`src/rtl/edge_irq_pkg.sv`:
```
package edge_irq_pkg;
  parameter int unsigned DEF_CNT_W   = 14;
  parameter int unsigned DEF_IRQ_BIT = 5;
  parameter int unsigned DEF_SYNC_N  = 2;
  parameter int unsigned LO_W        = 4;
  parameter int unsigned HI_W        = 3;

  typedef struct packed {
    logic            rw;
    logic            sel_n;
    logic [HI_W-1:0] hi;
    logic [LO_W-1:0] lo;
  } cpu_bus_t;
endpackage

```
`src/rtl/a12_fall_detect.sv`:
```
module a12_fall_detect #(
  parameter int unsigned SYNC_N = 2
) (
  input  logic clk,
  input  logic rst,
  input  logic async_i,
  output logic fall_o
);
  localparam int unsigned TAPS = SYNC_N + 1;

  logic [TAPS-1:0] pipe_q;

  always_ff @(posedge clk) begin
    if (rst) pipe_q <= '0;
    else     pipe_q <= {pipe_q[TAPS-2:0], async_i};
  end

  // previous synchronised sample high, current low
  assign fall_o = pipe_q[TAPS-1] & ~pipe_q[TAPS-2];

  // a falling edge needs a high sample in between, so two never abut
  a_r1_no_back_to_back: assert property (@(posedge clk) disable iff (rst)
    fall_o |=> !fall_o);
endmodule

```
`src/rtl/ack_decode.sv`:
```
module ack_decode
  import edge_irq_pkg::*;
#(
  parameter logic [1:0] ACK_SEL = 2'b10
) (
  input  cpu_bus_t bus_i,
  output logic     clr_o
);
  logic space_hit;

  assign space_hit = ~bus_i.rw & ~bus_i.sel_n & (&bus_i.hi);
  assign clr_o     = space_hit & (bus_i.lo[3:2] == ACK_SEL);

  // the neighbouring $F00C slot never acknowledges
  always_comb begin
    a_r5_f00c_ignored: assert (!(bus_i.lo[3:2] == 2'b11 && clr_o));
  end
endmodule

```
`src/rtl/edge_counter.sv`:
```
module edge_counter #(
  parameter int unsigned CNT_W = 14
) (
  input  logic             clk,
  input  logic             rst,
  input  logic             step_i,
  input  logic             clr_i,
  output logic [CNT_W-1:0] cnt_o
);
  logic [CNT_W-1:0] cnt_q;

  always_ff @(posedge clk) begin
    if (rst || clr_i) cnt_q <= '0;
    else if (step_i)  cnt_q <= cnt_q + 1'b1;
  end

  assign cnt_o = cnt_q;

  // a clear always lands as zero, even with a step pending
  a_r6_clear_wins: assert property (@(posedge clk) disable iff (rst)
    clr_i |=> (cnt_q == '0));
  // one edge, one increment, wrapping modulo the width
  a_r1_step_one: assert property (@(posedge clk) disable iff (rst)
    (step_i && !clr_i) |=> (cnt_q == CNT_W'($past(cnt_q) + 1'b1)));
  // with no edge and no clear the count holds
  a_r5_hold: assert property (@(posedge clk) disable iff (rst)
    (!step_i && !clr_i) |=> $stable(cnt_q));
endmodule

```
`src/rtl/edge_irq_gen.sv`:
```
module edge_irq_gen
  import edge_irq_pkg::*;
#(
  parameter int unsigned CNT_W   = DEF_CNT_W,
  parameter int unsigned IRQ_BIT = DEF_IRQ_BIT,
  parameter int unsigned SYNC_N  = DEF_SYNC_N
) (
  input  logic            clk,
  input  logic            rst,
  input  logic            vid_a12,
  input  logic            cpu_rw,
  input  logic            rom_sel_n,
  input  logic [HI_W-1:0] cpu_addr_hi,
  input  logic [LO_W-1:0] cpu_addr_lo,
  output logic            irq_n
);
  cpu_bus_t         bus;
  logic             fall;
  logic             clr;
  logic [CNT_W-1:0] cnt;

  assign bus = '{rw: cpu_rw, sel_n: rom_sel_n, hi: cpu_addr_hi, lo: cpu_addr_lo};

  a12_fall_detect #(.SYNC_N(SYNC_N)) u_fall (
    .clk     (clk),
    .rst     (rst),
    .async_i (vid_a12),
    .fall_o  (fall)
  );

  ack_decode u_dec (
    .bus_i (bus),
    .clr_o (clr)
  );

  edge_counter #(.CNT_W(CNT_W)) u_cnt (
    .clk    (clk),
    .rst    (rst),
    .step_i (fall),
    .clr_i  (clr),
    .cnt_o  (cnt)
  );

  assign irq_n = ~cnt[IRQ_BIT];

  // request released after reset
  a_r7_reset_idle: assert property (@(posedge clk)
    rst |=> irq_n);
  // the request only moves after an edge or a clear
  a_r2_moves_on_event: assert property (@(posedge clk) disable iff (rst)
    !$stable(irq_n) |-> $past(fall || clr));
  // an acknowledge always leaves the request released
  a_r4_ack_releases: assert property (@(posedge clk) disable iff (rst)
    clr |=> irq_n);
endmodule

```
`config.mk`:
```
export PLATFORM = sky130hd
export DESIGN_NAME = edge_irq_gen
export DESIGN_NICKNAME = d
export VERILOG_FILES = /design/src/rtl/edge_irq_pkg.sv /design/src/rtl/a12_fall_detect.sv /design/src/rtl/ack_decode.sv /design/src/rtl/edge_counter.sv /design/src/rtl/edge_irq_gen.sv
export SDC_FILE = /design/constraint.sdc
export NUM_CORES = 1
export LEC_CHECK = 0
export BUFFER_PORTS_ARGS = -buffer_cell sky130_fd_sc_hd__buf_2
export CAP_MARGIN = 20
export CELL_PAD_IN_SITES_DETAIL_PLACEMENT = 0
export CELL_PAD_IN_SITES_GLOBAL_PLACEMENT = 1
export CORE_AREA = 2 2 39 41
export DETAILED_ROUTE_END_ITERATION = 12
export DIE_AREA = 0 0 41 43
export PLACE_DENSITY_LB_ADDON = 0.25
export RECOVER_POWER = 25
export REMOVE_ABC_BUFFERS = 1
export SLEW_MARGIN = 5
export SYNTH_ARGS = -nofsm -noshare
export SYNTH_HDL_FRONTEND = slang
export SYNTH_SLANG_ARGS = --single-unit
```
`constraint.sdc`:
```
create_clock -name clk -period 1.35 [get_ports clk]
set_input_delay 0.405 -clock clk [delete_from_list [all_inputs] [get_ports clk]]
set_output_delay 0.405 -clock clk [all_outputs]
set_load 0.05 [all_outputs]
```
Yosys cells after proc, flatten, opt, wreduce, memory -nomap -nowiden --
Cells that the tools add are included.
Storage, ports and cells: register bits 17, memories kept 0, bits in writable memories 0, logic and storage cells 14, bits in latches 0, bits of input ports 12, ROM bits 0, output and inout bits 1
Cells by class: equality and inequality tests 1, add/subtract/negate cells 1, $lt $le $gt $ge 0, shifts and indexed selects 0, reductions and logical operators 2, bitwise operators 8, divide/modulo/power cells 0, muxes and demuxes 0, $mul 0
Operator list (count):
- 14-bit by 1-bit adder with 14-bit output (second input constant) | 1
- 1-bit bitwise AND | 4
- 1-bit inverter | 4
- 3-bit AND reduction | 1
- 2-bit == test (second input constant) | 1
- 1-bit logical OR | 1

Logic depth before layout (Yosys ltp) --
Gate-level depths: netlist of the first run.
depth in word-level cells 5, depth in mapped cells 4, mapped depth without buffers 4

Modules after synthesis --
Synthesis of the first run repeated with hierarchy kept, for this count alone.
Second synthesis, totals: cells, all modules 84, area total of the unflattened synthesis 797.0 um^2
Modules (own cells, without submodules):
- edge_counter | cells each 74, times used 1, area each 681.9 um^2
- a12_fall_detect | cells each 7, times used 1, area each 87.6 um^2
- ack_decode | cells each 2, times used 1, area each 23.8 um^2
- edge_irq_gen | cells each 1, times used 1, area each 3.8 um^2

Least setup slack after synthesis of the first run --
No wires, ideal clock.
path type register to register, from register u_cnt.cnt_q[0] (netlist: u_cnt.cnt_o[0]), to register u_cnt.cnt_q[4] (netlist: u_cnt.cnt_o[4]), stages on the path, launching flop included 5, path buffers 0, setup slack 0.273 ns, arrival time 1.008 ns, required time 1.280 ns, cells stage by stage dfxtp_1 ha_1 inv_1 or3_1 a21oi_1
Between the ends: word-level cells in the longest chain between the ends 1
RTL lines:
- start: declaration | RTL line edge_counter.sv:10 | logic [CNT_W-1:0] cnt_q;
- start signal: assignment | RTL line edge_counter.sv:14 | else if (step_i) cnt_q <= cnt_q + 1'b1;
- 14-bit by 1-bit adder with 14-bit output | RTL line edge_counter.sv:14
No other way between the ends. A chain may end at the register's enable or synchronous reset.

Worst setup path in the final report of the first run --
from register u_cnt.cnt_q[5] (netlist: u_cnt.cnt_o[5]), to output port irq_n
Between the ends: word-level cells in the longest chain between the ends 1
RTL lines:
- 1-bit inverter | RTL line edge_irq_gen.sv:44 | assign irq_n = ~cnt[IRQ_BIT];
- end: declaration | RTL line edge_irq_gen.sv:15 | output logic irq_n
No other way between the ends.

==> results_dict.tcl, run 1 <==
set metrics [dict create \
    hold_class "input pin to flop" \
    powerDensity_nw_per_um2 1068 \
    grtUsageTotal 0.08493 \
    utilization 0.3373 \
    routabilityCongestion 0.6769 \
    vias 310 \
    max_clock_freq_mhz 794.8 \
    worst_setup_path_start_kind "flop" \
    clock-sinks 9 \
    numCtsBuffers 3 \
    grt_max_degree 7 \
    final-max-slew-violation-count 0 \
    fin_area_um2 466.7 \
    outcome "finished clean" \
    die_area_um2 1763 \
    ys_seq_area_frac 0.4865 \
    port_buffers 10 \
    drc_errors 0 \
    tightest_slew_ps 360.5 \
    ios 13 \
    drive_above_1_share 0.2642 \
    fin_crit_sh 0.9320 \
    rsz0062_at_grt "false" \
    syn_inst 39 \
    cts_resized 0 \
    drv_cap 0 \
    netlist_area_um2 370.4 \
    cts_tree "yes" \
    cts-root-buf "clkbuf_4" \
    synth_ff_type "dfxtp_1" \
    initial_core_util 0.2676 \
    synth_edf_count 0 \
    hold_ws_ps 354.8 \
    num-fill-cells 152 \
    clk_pin_slew_ps 60 \
    vias_per_cell 4.493 \
    hold_viol 0 \
    wl_um 611 \
    synth_area_per_cell_um2 9.496 \
    insertedDiodeCount 0 \
    synth_top_cell_area_share 0.4865 \
    antenna_left 0 \
    synth-seq-cells 9 \
    area_growth_pct 26.01 \
    grt_pass1_vias 258 \
    drt_iter0_drc 3 \
    clock_latency_ps 250 \
    place_area_um2 440.4 \
    yosys_warnings 0 \
    crit_type "flop to output port" \
    period_minus_slack_ps 1258 \
    antenna_found_initial 0 \
    synth_area_leader_cell "dfxtp_1" \
    synth_common_cells "9 x dfxtp_1, 4 x nor2_1, 4 x nor2b_1" \
    required_ps 950 \
    synthArstFlopShare 0 \
    yosysMostFrequentCell "dfxtp_1" \
    synth_area_leaders "dfxtp_1 49%, nor2b_1 6.8%, a21oi_1 4.1%, nor2_1 4.1%, ha_1 3.4%" \
    core_um2 1384 \
    die_h_um 43 \
    cp_max_fo 3 \
    ir_drop_mv 0.5334 \
    cts.path.max_buffers 2 \
    layout.nets 67 \
    relSlewSlack 0.7592 \
    critPathArrivalTime_ps 850 \
    die-width_um 41 \
    post-cts-setup-buffer-count 0 \
    end_kind "output port" \
    wl_per_cell_um 8.855 \
    synth.distinct_cells 19 \
    setup_viol 0 \
    grt_pass1_wl_um 972 \
    finalClockSkew_ps 3.074 \
    total_power_mw 0.4984 \
    ctsHoldBuffers 0 \
    htree_levels 1 \
    firstDrtPassIters 4 \
    place_hpwl_um 478 \
    p_leak_nw 0.1823 \
    row_count 14 \
    grt_remaining_overflow 0 \
    final.setup.tns_ps 0 \
]
## per-layer routing
| layer | wire, um | vias to the layer above | GRT usage |
|---|---|---|---|
| met1 | 309 | 135 | 0.1217 |
| met5 | 0 | - | 0 |
| met3 | 43 | 0 | 0.03141 |
| li1 | - | 164 | - |
| met4 | 0 | 0 | 0.06000 |
| met2 | 259 | 11 | 0.1000 |
## cells in the final DEF, fill, tap and decap left out
cell type / count
and2_1: 1
nand3b_1: 1
mux2i_1: 1
dfxtp_1: 9
a21oi_1: 3
xor2_1: 1
nor2_1: 4
and4b_1: 1
xnor2_1: 1
or3_1: 2
buf_2: 10
inv_1: 3
nand4b_1: 1
a31o_2: 1
clkbuf_1: 1
a31o_1: 1
nor2b_1: 4
o21ai_0: 2
nand3_1: 1
nand4_1: 1
ha_1: 1
clkbuf_4: 3
## area by class of cell
cell class	count	area [um^2]	share of cell area
tap	16	20.02	0.04290
inverter	3	11.26	0.02413
sequential	9	180.2	0.3861
clock buffer	4	26.28	0.05630
timing repair buffer	10	50.05	0.1072
multi-input combinational	27	178.9	0.3834
## sequential cells by signal, summed over array words and instances (netlist names)
signal / flops
u_fall.pipe_q: 3
u_cnt.cnt_o: 6
## worst paths after layout
kind	startpoint	endpoint	slack (ps)	depth (start not counted)
worst min-delay path	rst	u_fall.pipe_q[1]	350	2
worst max-delay path	u_cnt.cnt_o[5]	irq_n	90	2
worst min register to register	u_fall.pipe_q[0]	u_fall.pipe_q[1]	440	1
worst max register to register	u_cnt.cnt_o[0]	u_cnt.cnt_o[4]	180	4
## metrics by stage
stage / setup slack [ps] / std cells
final: 91.80 / 69
after global routing: 45.22 / 69
after CTS: 72.87 / 69
after detailed placement: 183.4 / 65
after global placement: 176.2 / 65
after floorplan: 272.8 / 39
## cells by family (layout without fill, tap and decap cells)
family,after synthesis,count (layout),share of synthesized area
compound gates,7,7,0.1149
fa+ha+maj,1,1,0.03378
mux,1,1,0.02703
simple gates,16,16,0.2601
flops,9,9,0.4865
xor+xnor,2,2,0.04731
buf+inv,3,17,0.03040
## power by group
group	total (mW)	switching (mW)	leakage (nW)	internal, mW
logic	0.0265	0.0101	0.0943	0.0164
registers	0.273	0.00305	0.0731	0.270
clock network	0.198	0.0851	0.0150	0.113
total	0.498	0.0982	0.182	0.400
## worst max-delay path, cell delays in order (launching register included)
cell and delay [ps]:
dfxtp_1 310, inv_1 50, buf_2 250
Power figures use the tool's default switching activity.
==> run 2: changes to the inputs <==
--- a/config.mk
+++ b/config.mk
@@ -10,6 +10,7 @@
 export CELL_PAD_IN_SITES_DETAIL_PLACEMENT = 0
 export CELL_PAD_IN_SITES_GLOBAL_PLACEMENT = 1
 export CORE_AREA = 2 2 39 41
+export CTS_CLUSTER_SIZE = 20
 export DETAILED_ROUTE_END_ITERATION = 12
 export DIE_AREA = 0 0 41 43
 export PLACE_DENSITY_LB_ADDON = 0.25
==> constraint.sdc (replaced) <==
create_clock -name clk -period 1.35 [get_ports clk]
set_input_delay 0.0675 -clock clk [delete_from_list [all_inputs] [get_ports clk]]
set_output_delay 0.0675 -clock clk [all_outputs]
set_load 0.05 [all_outputs]
==> run 2 against run 1 <==
  * Clock skew grew 0.87 ps
  * Count of clock-buffer cells in the layout is the same
  * Clock power is essentially flat
  * Global-route usage shrank 0.30 points
  * Critical path type is now flop to flop
  * Largest cell class unchanged
==> results_dict.tcl, run 2 (synthesis results as in run 1) <==
set metrics [dict create \
    top_usage_layer "met1" \
    numCtsBuffers 3 \
    cpMaxStageDelayCell "dfxtp_1" \
    p_leak_nw 0.1823 \
    cts.path.max_buffers 2 \
    antenna_left 0 \
    core_um2 1384 \
    path_buf_inv 1 \
    setup_viol 0 \
    end_kind "flop" \
    place_hpwl_um 468.4 \
    crit_type "flop to flop" \
    ios 13 \
    hold_class "input pin to flop" \
    area_growth_pct 26.01 \
    relSlewSlack 0.7593 \
    htree_levels 1 \
    rr_startpoint "u_cnt.cnt_o[0]" \
    pre_cts_ws_ps 191.4 \
    worstReg2RegEnd "u_cnt.cnt_o[4]" \
    required_ps 1540 \
    final_cell_mix "10 x buf_2, 9 x dfxtp_1, 4 x nor2_1, 4 x nor2b_1" \
    fin_crit_sh 0.8676 \
    cp.depth 4 \
    row_count 14 \
    initial_core_util 0.2676 \
    powerDensity_nw_per_um2 1071 \
    grt_pass1_wl_um 979 \
    ctsHoldBuffers 0 \
    crit_end "u_cnt.cnt_o[4]" \
    drive_above_1_share 0.2642 \
    die_area_um2 1763 \
    drt_iter0_drc 4 \
    wl_um 607 \
    clock-sinks 9 \
    grt_max_degree 7 \
    reg2reg_depth 4 \
    antenna_found_initial 0 \
    max_stage_delay_ps 390 \
    max_clock_freq_mhz 853.8 \
    largest_reg_flops 6 \
    cp_max_fo 4 \
    hold_viol 0 \
    grt.met2_usage 0.1031 \
    clk_pin_slew_ps 60 \
    vias_per_cell 4.435 \
    wl_per_cell_um 8.797 \
    startpoint "u_cnt.cnt_o[0]" \
    firstDrtPassIters 2 \
    die_h_um 43 \
    use_met3 0.03141 \
    outcome "finished clean" \
    die-width_um 41 \
    worst_setup_path_start_kind "flop" \
    cts-root-buf "clkbuf_4" \
    finalClockSkew_ps 3.944 \
    cp_cell_sequence "ha_1, inv_1, or3_1, a21oi_1" \
    drc_errors 0 \
    final-max-slew-violation-count 0 \
    utilization 0.3373 \
    insertedDiodeCount 0 \
    clock_latency_ps 250 \
    layout.nets 67 \
    routabilityCongestion 0.6768 \
    num-fill-cells 152 \
    post-cts-setup-buffer-count 0 \
    final.setup.tns_ps 0 \
    grt_pass1_vias 268 \
    ir_drop_mv 0.5344 \
    cts_tree "yes" \
    period_minus_slack_ps 1171 \
    critPathArrivalTime_ps 1360 \
    vias 306 \
    hold_ws_ps 16.13 \
    tightest_slew_ps 360.3 \
    fin_ws_ps 178.8 \
    total_power_mw 0.5000 \
    rsz0062_at_grt "false" \
    path_delay_family "flip-flops" \
    mostFrequentLayoutCell "buf_2" \
    grtUsageTotal 0.08190 \
    r2r_slack_ps 180 \
    port_buffers 10 \
    use_met1 0.1184 \
    grt_remaining_overflow 0 \
    cts_resized 0 \
    drv_cap 0 \
]
==> run 2: cell counts in the layout (fill, tap and decap cells not counted) <==
No cell type changed its count.
==> run 2: per-layer routing <==
layer | share of wire | up-vias
met2 | 0.38 | 13
li1 | - | 163
met3 | 0.077 | 0
met1 | 0.54 | 130
met5 | 0 | -
met4 | 0 | 0
==> run 2: worst min path at each step <==
| stage | to | slack, ps | cells after the start | startpoint |
|---|---|---|---|---|
| floorplan | u_fall.pipe_q[0] | 140 | 1 | rst |
| global placement | u_fall.pipe_q[0] | 280 | 2 | vid_a12 |
| finish | u_fall.pipe_q[0] | 20 | 2 | rst |
| global route | u_fall.pipe_q[2] | 9 | 2 | rst |
| CTS | u_fall.pipe_q[2] | 10 | 2 | rst |
| detailed placement | u_fall.pipe_q[0] | 280 | 2 | vid_a12 |
==> run 2: worst register-to-register path: cells and delay by family (launching register included) <==
family | cells | cell delay [ps]
DFF | 1 | 390
and+or+nand+nor | 1 | 330
adders and majority gates | 1 | 200
AOI/OAI and AO/OA | 1 | 130
buffers and inverters | 1 | 50
==> run 2: final cells by class <==
| type | count | area, um^2 | share of cell area |
|---|---|---|---|
| sequential | 9 | 180.2 | 0.3861 |
| multi-input combinational | 27 | 178.9 | 0.3834 |
| inverter | 3 | 11.26 | 0.02413 |
| clock buffer | 4 | 26.28 | 0.05630 |
| tap | 16 | 20.02 | 0.04290 |
| timing repair buffer | 10 | 50.05 | 0.1072 |
==> run 2: stage by stage <==
step                      instance area [um^2]  cells
after CTS                                466.7     69
after floorplan                          370.4     39
after detailed placement                 440.4     65
after global placement                   440.4     65
final                                    466.7     69
after global routing                     466.7     69
==> run 2: power by group <==
| part | internal [mW] | total (mW) | leakage (nW) | switching [mW] |
|---|---|---|---|---|
| registers | 0.270 | 0.274 | 0.0731 | 0.00315 |
| clock network | 0.113 | 0.200 | 0.0150 | 0.0866 |
| logic | 0.0164 | 0.0264 | 0.0943 | 0.00998 |
==> run 3: changes to the inputs <==
--- a/config.mk
+++ b/config.mk
@@ -13,9 +13,11 @@
 export CTS_CLUSTER_SIZE = 20
 export DETAILED_ROUTE_END_ITERATION = 12
 export DIE_AREA = 0 0 41 43
+export MAX_ROUTING_LAYER = met4
 export PLACE_DENSITY_LB_ADDON = 0.25
 export RECOVER_POWER = 25
 export REMOVE_ABC_BUFFERS = 1
+export SETUP_SLACK_MARGIN = 0.3
 export SLEW_MARGIN = 5
 export SYNTH_ARGS = -nofsm -noshare
 export SYNTH_HDL_FRONTEND = slang
==> run 3 against run 2 <==
  * First-iteration DRC count decreased by 25%
  * Routed wire length increased by 4.1%
  * Clock power about the same
  * Sequential share of layout area is 2.5 points lower
  * Non-clock buffer count is 3 higher
==> results_dict.tcl, run 3 (synthesis results as in run 1) <==
set metrics [dict create \
    outcome "finished clean" \
    die-width_um 41 \
    power_frac_clock 0.391 \
    max_stage_delay_ps 340 \
    pwr-share-seq 0.543 \
    drive_above_1_share 0.4107 \
    place_hpwl_um 468.4 \
    r2r_slack_ps 250 \
    critPathArrivalTime_ps 1280 \
    row_count 14 \
    rr_startpoint "u_fall.pipe_q[1]" \
    drt_iter0_drc 3 \
    period_minus_slack_ps 1100 \
    layout.nets 70 \
    core_um2 1384 \
    cts.path.max_buffers 2 \
    crit_type "flop to flop" \
    htree_levels 1 \
    utilization 0.3707 \
    insertedDiodeCount 0 \
    cts_tree "yes" \
    antenna_left 0 \
    ios 13 \
    area_growth_pct 38.51 \
    hold_class "input pin to flop" \
    place_area_um2 440.4 \
    powerDensity_nw_per_um2 984.9 \
    die_h_um 43 \
    p_leak_nw 0.1983 \
    drc_errors 0 \
    ctsHoldBuffers 0 \
    min_to "u_fall.pipe_q[1]" \
    rsz0062_at_grt "true" \
    p_sw_mw 0.09963 \
    ir_drop_mv 0.5400 \
    port_buffers 10 \
    grtUsageTotal 0.08705 \
    die_area_um2 1763 \
    grt_pass1_vias 273 \
    wl_um 632 \
    final-max-slew-violation-count 0 \
    clock_latency_ps 250 \
    fin_area_um2 513.0 \
    hold_viol 0 \
    max_clock_freq_mhz 908.9 \
    final_cell_mix "10 x buf_2, 5 x dfxtp_1, 4 x nor2_1, 4 x dfxtp_2" \
    p_comb_frac 0.066 \
    hold_start "rst" \
    cp_cell_sequence "nand4b_1, or3_1, a21oi_1" \
    mostFrequentLayoutCell "buf_2" \
    worst_setup_path_start_kind "flop" \
    drv_cap 0 \
    clock-sinks 9 \
    intPower_mw 0.4056 \
    reg2reg_depth 3 \
    whs_path_depth 2 \
    wl_per_cell_um 8.778 \
    numCtsBuffers 3 \
    routabilityCongestion 0.6836 \
    swShare 0.1972 \
    required_ps 1530 \
    fin_crit_sh 0.8150 \
    vias 322 \
    setup_viol 0 \
    grt_pass1_wl_mm 1.014 \
    grt_remaining_overflow 0 \
    clk_pin_slew_ps 60 \
    finalClockSkew_ps 3.318 \
    tightest_slew_ps 245.7 \
    cts-root-buf "clkbuf_4" \
    worstReg2RegEnd "u_cnt.cnt_o[4]" \
    final.setup.tns_ps 0 \
    cpMaxStageDelayCell "or3_1" \
    grt_max_degree 7 \
    antenna_found_initial 0 \
    largest_reg_flops 6 \
    relSlewSlack 0.8374 \
    vias_per_cell 4.472 \
    cp_max_fo 4 \
    firstDrtPassIters 4 \
    end_kind "flop" \
    initial_core_util 0.2676 \
]
[run 3: cell types whose count changed in the layout (fill, tap and decap cells not counted), sizes merged]
| cell | delta |
|---|---|
| buf | +3 |
[run 3: critical path, delay by kind of cell, from the launching register on]
| family | cells | cell delay [ps] |
|---|---|---|
| AOI/OAI and AO/OA | 1 | 140 |
| DFF | 1 | 320 |
| and+or+nand+nor | 2 | 560 |
[run 3: metrics by stage]
| stage | setup WS, ps | hold slack, ps | power [mW] | instances |
|---|---|---|---|---|
| 6_report | 249.8 | 10.35 | 0.5052 | 72 |
| 3_5_place_dp | 191.4 | 284.0 | 0.3063 | 65 |
| 5_1_grt | 199.2 | 6.594 | 0.5389 | 72 |
| 2_1_floorplan | 272.8 | 139.1 | 0.2905 | 39 |
| 4_1_cts | 273.0 | 7.136 | 0.5146 | 72 |
| 3_3_place_gp | 189.2 | 279.5 | 0.3062 | 65 |
[run 3: how the worst max path moves through the flow]
stage,start,endpoint,slack (ps),cells after the start
2_1_floorplan,u_cnt.cnt_o[0],u_cnt.cnt_o[4],270,4
3_3_place_gp,u_cnt.cnt_o[0],u_cnt.cnt_o[4],190,4
3_5_place_dp,u_cnt.cnt_o[0],u_cnt.cnt_o[4],190,4
4_1_cts,u_fall.pipe_q[1],u_cnt.cnt_o[4],270,3
5_1_grt,u_fall.pipe_q[1],u_cnt.cnt_o[4],200,3
6_report,u_fall.pipe_q[1],u_cnt.cnt_o[4],250,3
[run 3: cell type report]
| cell class | instances | area (um^2) |
|---|---|---|
| clock buffers | 4 | 26.28 |
| fillers | 149 | 870.8 |
| inverters | 3 | 11.26 |
| multi-input cells | 27 | 193.9 |
| flip-flops and latches | 9 | 185.2 |
| well taps | 16 | 20.02 |
| repair buffers | 13 | 76.32 |
[run 3: timing repair]
| action | in CTS | in global routing |
|---|---|---|
| endpoints found under the setup margin | 4 | 2 |
| gates resized for setup | 8 | 0 |
| setup buffers | 3 | 0 |
| pin swaps | 2 | 0 |
[run 3: power by group through the flow]
stage	sequential, mW	clock (mW)	combinational [mW]
CTS	0.274	0.207	0.0337
global route	0.274	0.227	0.0374
finish	0.274	0.198	0.0335
floorplan	0.279	0	0.0119
global placement	0.279	0	0.0269
detailed placement	0.279	0	0.0270
[run 3: routing by layer]
layer  vias up  part of all wire  GRT usage
li1        170                 -          -
met1       139              0.49     0.1184
met4         0                 0    0.04000
met2        13              0.43     0.1125
met5         -                 0          -
met3         0             0.078    0.03141
